`src/rtl/iocyc_pkg.sv`:
```
package iocyc_pkg;
  typedef enum logic [2:0] {
    PH_IDLE  = 3'd0,
    PH_FETCH = 3'd1,
    PH_OPER  = 3'd2,
    PH_IO    = 3'd3,
    PH_DONE  = 3'd4
  } io_phase_e;
endpackage

```
`src/rtl/iocyc_ctrl.sv`:
```
module iocyc_ctrl
  import iocyc_pkg::*;
#(
  parameter int T_STATES = 3
) (
  input  logic      clk,
  input  logic      rst_n,
  input  logic      start,
  input  logic      is_out,
  output io_phase_e phase,
  output logic      t_first,
  output logic      t_last,
  output logic      op_out
);
  localparam int TW = (T_STATES > 1) ? $clog2(T_STATES) : 1;
  localparam logic [TW-1:0] T_END = TW'(T_STATES - 1);

  io_phase_e     phase_q, phase_d;
  logic [TW-1:0] t_q, t_d;
  logic          op_q, op_d;

  assign t_first = (t_q == '0);
  assign t_last  = (t_q == T_END);

  always_comb begin
    phase_d = phase_q;
    t_d     = t_q;
    op_d    = op_q;
    unique case (phase_q)
      PH_IDLE: if (start) begin
        phase_d = PH_FETCH;
        t_d     = '0;
        op_d    = is_out;
      end
      PH_FETCH, PH_OPER, PH_IO: begin
        if (t_q == T_END) begin
          t_d = '0;
          unique case (phase_q)
            PH_FETCH: phase_d = PH_OPER;
            PH_OPER:  phase_d = PH_IO;
            default:  phase_d = PH_DONE;
          endcase
        end else begin
          t_d = t_q + 1'b1;
        end
      end
      PH_DONE: phase_d = PH_IDLE;
      default: phase_d = PH_IDLE;
    endcase
  end

  always_ff @(posedge clk or negedge rst_n) begin
    if (!rst_n) begin
      phase_q <= PH_IDLE;
      t_q     <= '0;
      op_q    <= 1'b0;
    end else begin
      phase_q <= phase_d;
      t_q     <= t_d;
      op_q    <= op_d;
    end
  end

  assign phase  = phase_q;
  assign op_out = op_q;
endmodule

```
`src/rtl/iocyc_addr.sv`:
```
module iocyc_addr
  import iocyc_pkg::*;
#(
  parameter int            PORT_W = 8,
  parameter int            ADDR_W = 2 * PORT_W,
  parameter logic [ADDR_W-1:0] PC_RESET = '0
) (
  input  logic              clk,
  input  logic              rst_n,
  input  io_phase_e         phase,
  input  logic              t_last,
  input  logic [PORT_W-1:0] rd_data,
  output logic [ADDR_W-1:0] addr
);
  localparam int COPIES = ADDR_W / PORT_W;

  logic [ADDR_W-1:0] pc_q, pc_d;
  logic [PORT_W-1:0] port_q, port_d;
  logic [ADDR_W-1:0] io_addr;
  logic              pc_en, port_en;

  assign pc_en   = t_last && (phase == PH_FETCH || phase == PH_OPER);
  assign port_en = t_last && (phase == PH_OPER);

  always_comb begin
    pc_d   = pc_en   ? pc_q + 1'b1 : pc_q;
    port_d = port_en ? rd_data     : port_q;
  end

  always_ff @(posedge clk or negedge rst_n) begin
    if (!rst_n) begin
      pc_q   <= PC_RESET;
      port_q <= '0;
    end else begin
      pc_q   <= pc_d;
      port_q <= port_d;
    end
  end

  for (genvar g = 0; g < COPIES; g++) begin : g_dup
    assign io_addr[g*PORT_W +: PORT_W] = port_q;
  end

  assign addr = (phase == PH_IO) ? io_addr : pc_q;
endmodule

```
`src/rtl/iocyc_data.sv`:
```
module iocyc_data #(
  parameter int DATA_W = 8
) (
  input  logic              clk,
  input  logic              rst_n,
  input  logic              load,
  input  logic [DATA_W-1:0] rd_data,
  output logic [DATA_W-1:0] acc
);
  logic [DATA_W-1:0] acc_q, acc_d;

  always_comb acc_d = load ? rd_data : acc_q;

  always_ff @(posedge clk or negedge rst_n) begin
    if (!rst_n) acc_q <= '0;
    else        acc_q <= acc_d;
  end

  assign acc = acc_q;
endmodule

```
`src/rtl/iocyc_seq.sv`:
```
module iocyc_seq
  import iocyc_pkg::*;
#(
  parameter int DATA_W   = 8,
  parameter int ADDR_W   = 2 * DATA_W,
  parameter int T_STATES = 3
) (
  input  logic              clk,
  input  logic              rst_n,
  input  logic              start,
  input  logic              is_out,
  input  logic [DATA_W-1:0] rd_data,
  output logic [ADDR_W-1:0] addr,
  output logic              io_sel,
  output logic              rd_n,
  output logic              wr_n,
  output logic [DATA_W-1:0] wr_data,
  output logic              wr_oe,
  output logic              busy,
  output logic              done,
  output logic [DATA_W-1:0] acc
);
  io_phase_e phase;
  logic      t_first, t_last, op_out;
  logic      in_cycle, strobe, io_wr, acc_load;

  iocyc_ctrl #(.T_STATES(T_STATES)) u_ctrl (
    .clk(clk), .rst_n(rst_n), .start(start), .is_out(is_out),
    .phase(phase), .t_first(t_first), .t_last(t_last), .op_out(op_out)
  );

  iocyc_addr #(.PORT_W(DATA_W), .ADDR_W(ADDR_W)) u_addr (
    .clk(clk), .rst_n(rst_n), .phase(phase), .t_last(t_last),
    .rd_data(rd_data), .addr(addr)
  );

  assign acc_load = t_last && (phase == PH_IO) && !op_out;

  iocyc_data #(.DATA_W(DATA_W)) u_data (
    .clk(clk), .rst_n(rst_n), .load(acc_load), .rd_data(rd_data), .acc(acc)
  );

  assign in_cycle = (phase == PH_FETCH) || (phase == PH_OPER) || (phase == PH_IO);
  assign strobe   = in_cycle && !t_first;
  assign io_wr    = (phase == PH_IO) && op_out;

  assign io_sel  = (phase == PH_IO);
  assign rd_n    = !(strobe && !io_wr);
  assign wr_n    = !(strobe && io_wr);
  assign wr_oe   = strobe && io_wr;
  assign wr_data = acc;
  assign busy    = in_cycle;
  assign done    = (phase == PH_DONE);
endmodule

```
`config.mk`:
```
export PLATFORM = sky130hd
export DESIGN_NAME = iocyc_seq
export DESIGN_NICKNAME = d
export VERILOG_FILES = /design/src/rtl/iocyc_pkg.sv /design/src/rtl/iocyc_ctrl.sv /design/src/rtl/iocyc_addr.sv /design/src/rtl/iocyc_data.sv /design/src/rtl/iocyc_seq.sv
export SDC_FILE = /design/constraint.sdc
export NUM_CORES = 1
export LEC_CHECK = 0
export CAP_MARGIN = 15
export CORE_MARGIN = 1
export CORE_UTILIZATION = 50
export CTS_BUF_LIST = sky130_fd_sc_hd__clkbuf_8
export DETAILED_ROUTE_END_ITERATION = 12
export GPL_TIMING_DRIVEN = 0
export PLACE_DENSITY = 0.89
export REMOVE_ABC_BUFFERS = 1
export SYNTH_ARGS = -nofsm -noshare
export SYNTH_HDL_FRONTEND = slang
export SYNTH_SLANG_ARGS = --single-unit
export TNS_END_PERCENT = 50
```
`constraint.sdc`:
```
create_clock -name clk -period 2.2 [get_ports clk]
set_clock_uncertainty 0.2 [all_clocks]
set_input_delay 0.55 -clock clk [delete_from_list [all_inputs] [get_ports clk]]
set_output_delay 0.55 -clock clk [all_outputs]
set_load 0.005 [all_outputs]
```
Word-level counts from Yosys, hierarchy flattened
Index checks and enable logic that the tools add are counted.
{ "totals": {"regBits": 38, "in_bits": 12, "out_inout_bits": 38, "word_cells": 45} }
{ "classes": {"addsub": 2, "eq_ne": 7, "mux": 8, "n_reduce_logical": 22} }
{ "ops": {"columns": ["cell", "n"], "rows": [
  ["$add 16x1->16 const B", 1],
  ["$mux 16", 1],
  ["$pmux 3 s2", 2],
  ["$logic_and 1x1->1", 8],
  ["$eq 3x2->1 const B", 2],
  ["$mux 3", 2],
  ["$reduce_and 2->1", 3],
  ["$logic_not 1->1", 5],
  ["$mux 2", 2],
  ["$ne 2x2->1 const B", 2],
  ["$pmux 2 s2", 1],
  ["$eq 3x1->1 const B", 1],
  ["$eq 3x3->1 const B", 1],
  ["$logic_not 3->1", 1],
  ["$reduce_or 3->1", 1],
  ["$add 2x1->2 const B", 1],
  ["$eq 2x2->1 const B", 1],
  ["$logic_not 2->1", 1],
  ["$logic_or 1x1->1", 2],
  ["$reduce_bool 2->1", 1]
]} }

Logic depth before layout (Yosys ltp)
{ "logic_depth": {"depth_word": 6, "depth_mapped": 8, "mapped_depth_nobuf": 5} }

Modules after synthesis
From an unflattened synthesis, not the netlist that was laid out.
{ "hier_totals": {"cells_unflattened": 158, "hier_area_um2": 2000.7} }
{ "modules_own_cells": {"columns": ["module", "n_inst", "cells_each", "area_per_inst_um2", "seq_area_each_um2"], "rows": [
  ["iocyc_addr", 1, 97, 1261.2, 600.6],
  ["iocyc_data", 1, 17, 331.6, 200.2],
  ["iocyc_ctrl", 1, 25, 284.0, 150.1],
  ["iocyc_seq", 1, 19, 123.9, 0.0]
]} }

Least setup slack after synthesis
Ideal clock, no wire load.
{ "synth_timing": {"kind": "flip-flop to output port", "from": "register u_ctrl.phase_q[0] (netlist: u_ctrl.phase[0])", "to": "output addr[5]", "arrival_ns": 1.356, "required_ns": 1.450, "slack_ns": 0.094, "path_stages_with_launch": 9, "path_buffers": 3, "cell_sequence": "dfrtp_1 > buf_4 > nand2_2 > or2_1 > buf_2 > inv_1 > clkbuf_1 > nand2_1 > o21ai_0"} }
{ "synth_between": {"elab_chain_cells": 2} }
{ "synth_rtl": {"columns": ["element", "line_no", "rtl"], "rows": [
  ["start: declaration", "iocyc_ctrl.sv:18", "io_phase_e phase_q, phase_d;"],
  ["start signal: assignment", "iocyc_ctrl.sv:58", "phase_q <= phase_d;"],
  ["$eq 3x2->1", null, null],
  ["net io_sel", "iocyc_seq.sv:14", "output logic io_sel,"],
  ["$mux 16", "iocyc_addr.sv:44", "assign addr = (phase == PH_IO) ? io_addr : pc_q;"],
  ["end: declaration", "iocyc_seq.sv:13", "output logic [ADDR_W-1:0] addr,"]
]} }
The timed path passes the listed nets, and every way through them passes these cells.

Worst setup path in the final report
{ "layout_timing": {"from": "register u_ctrl.phase_q[1] (netlist: u_ctrl.phase[1])", "to": "output addr[2]"} }
{ "layout_between": {"elab_chain_cells": 2} }
{ "layout_rtl": {"columns": ["element", "line_no"], "rows": [
  ["$eq 3x2->1", "iocyc_addr.sv:44"],
  ["$mux 16", "iocyc_addr.sv:44"]
]} }
Every way passes these cells.

==> metrics <==
status=finished, violations left; failing checks=setup timing; min cycle time layout=2.37 ns; core area=3660 µm²; starting density of the core=0.519; fmax=around 420 MHz; Syn Inst Count=183; CTS root buf=clkbuf_8; vias in the first global route=approximately 1500; Hold-fix buffers, CTS=0; final worst path period share=1.08; DRT Pass-1 Iters=5; port bufs=between 40 and 50; RSZ-0062 raised after global routing=yes; Net Sw Power=approximately 1.3 mW; setup ws final=-0.166 ns; die extent in x=~64 µm; Layout fillers=~260; Comb power frac=0.542; startpoint types=register; area of the multi-input gates=947 µm²; antenna diode count=0; final wirelength=approximately 4.3 mm; P per Cell Area=1340 nW/µm²; largest net degree at the start of global routing=39; Fin Setup TNS=-1.55 ns; P&R area growth vs syn=42.0%; Req. time, crit path=about 1.5 ns; dpl ws=-0.681 ns; die footprint=4050 µm²; gr usage total=0.230; total grt overflow=0; commonest non-fill, non-tap cells in the layout=dfrtp_1 (35), clkdlybuf4s50_1 (26), nand2_1 (24), nand2_2 (21), buf_2 (18); Static Leak=around 1.3 nW; Mapped Area=1900 µm²; Peak VDD IR=roughly 0.80 mV; worst min path class=input port to async pin; hpwl dp=between 2 and 3 mm; register area=around 950 µm²; Clock Latency Late Sink=approximately 0.30 ns; endpoints failing setup=19; CP Max Fanout=5; Switching Fraction=0.350; per-cell routed wire length=14.7 µm; clk slew on worst S/H paths=around 0.080 ns; Die Y=about 64 µm; critical path class=register to primary output; 1st-iter DRT viols=58; Tot Pwr=around 3.6 mW; Critical Path AT=between 1.5 and 2 ns; DR vias=around 1500; Rel. slew slack=0.444; initial antenna violation count=0; CP Capture Type=primary output; Clock power frac=0.140; Sink Count=38; post-DR vias/cell=5.24; routability cong.=between 0.7 and 0.8; ys async rst share=1.00; share of cells above drive strength 1=0.425; # Max-Cap Violations=0; Synth warnings=0; Internal=2.36 mW; global-route wire length before repair=~7 mm; row count=22; FF+latch count, synth=38; Mean Syn Cell Area=10.4 µm²; final hold violations=0; DR DRC count=0; sequential fraction of the synthesis area=0.501; Min Hold Slack=roughly 0.15 ns; library cells used by synthesis=33; commonest non-fill, non-tap cell in the layout=dfrtp_1; CTS H-Tree Depth=2; Final nets=approximately 260; CTS Buf Count=5; Final Max Tran Viols=0; Worst-Margin Slew=0.834 ns; post-route antenna net violation count=0; Reg power frac=0.318; CTS tree=built; io pins=50; Post-synth EDFFs=0; clock buffer depth=2; Primary FF master, synth=dfrtp_1
==> final cells by class <==
class                   count  share of cell area
inverters                   3             0.00557
well taps                  48              0.0223
repair buffers             71               0.229
flip-flops and latches     38               0.354
multi-input cells         126               0.351
repair inverters            1             0.00278
clock inverters             2             0.00464
clock buffers               6              0.0306
==> synthesized netlist by cell type (2+ instances only) <==
cell / n / area (µm²)
nand2_1: 45 / 169
dfrtp_1: 38 / 951
xnor2_1: 13 / 114
mux2_2: 10 / 113
buf_4: 9 / 67.6
nand3_1: 9 / 45.0
mux2_4: 8 / 120
nor2_1: 7 / 26.3
clkbuf_1: 4 / 15.0
o21ai_0: 4 / 20.0
xor2_1: 4 / 35.0
inv_1: 3 / 11.3
nor3_1: 3 / 15.0
and2_1: 2 / 12.5
and4_1: 2 / 17.5
buf_6: 2 / 22.5
nand3b_1: 2 / 15.0
nor4_1: 2 / 12.5
or3_1: 2 / 12.5
==> final timing paths <==
kind | to | depth (start not counted) | slack, ns | start
worst max-delay path | addr[2] | 8 | -0.17 | u_ctrl.phase[1]
worst min-delay path | u_addr.pc_q[13] | 1 | 0.15 | rst_n
worst max register to register | u_data.acc[1] | 6 | 0.11 | u_ctrl.phase[1]
worst min register to register | u_addr.pc_q[13] | 1 | 0.30 | u_addr.pc_q[13]
max in group asynchronous | u_ctrl.phase[1] | 1 | 1.08 | rst_n
min in group clk | u_addr.pc_q[13] | 1 | 0.30 | u_addr.pc_q[13]
==> power groups by stage <==
stage / registers, mW / clock network (mW) / logic (mW)
2_1_floorplan: 1.14 / 0 / 0.639
3_3_place_gp: 1.15 / 0 / 1.43
3_5_place_dp: 1.17 / 0 / 1.46
4_1_cts: 1.14 / 0.517 / 1.74
5_1_grt: 1.18 / 0.548 / 2.11
6_report: 1.15 / 0.509 / 1.96
==> per-stage QoR <==
| stage | instance area (µm²) | instances | utilization |
|---|---|---|---|
| after floorplan | 1790 | 167 | - |
| after global placement | 2340 | 264 | 0.639 |
| after detailed placement | 2330 | 264 | 0.638 |
| after CTS | 2590 | 291 | 0.707 |
| after global routing | 2700 | 295 | 0.737 |
| final | 2700 | 295 | 0.737 |
==> metal layers <==
layer,global-route usage,up-vias,part of all wire
met5,0,-,0
met2,0.380,62,0.52
met4,0.111,0,0.023
met3,0.0725,10,0.054
li1,-,721,-
met1,0.269,754,0.40
==> critical path: stages (launching register included) <==
cell and delay [ns]:
dfrtp_2 0.37, nand2_2 0.06, or2_4 0.28, buf_6 0.14, buf_6 0.12, buf_12 0.12
nand2_4 0.05, nand2_2 0.05, buf_2 0.12
==> flip-flops by register name (all words and copies together), names as in the netlist <==
name and count:
u_addr.pc_q 16, u_addr.port_q 8, u_ctrl.op_out 1, u_ctrl.phase 3, u_ctrl.t_q 2, u_data.acc 8
==> repair_timing <==
| item | in CTS | in global routing |
|---|---|---|
| gates resized for setup | 110 | 22 |
| buffers inserted | 18 | 4 |
| gates cloned | 1 | 0 |
| pin swaps | 14 | 5 |
| setup endpoints to repair | 34 | 28 |
==> cells by family after synthesis <==
family / share of synthesized area
buffers and inverters: 0.0639
multiplexers: 0.123
XOR/XNOR: 0.0784
adder cells (fa/ha/maj): 0.00659
AND/OR/NAND/NOR: 0.211
flip-flops: 0.501
AO/OA/AOI/OAI: 0.0171
(Power assumes the default switching activity.)
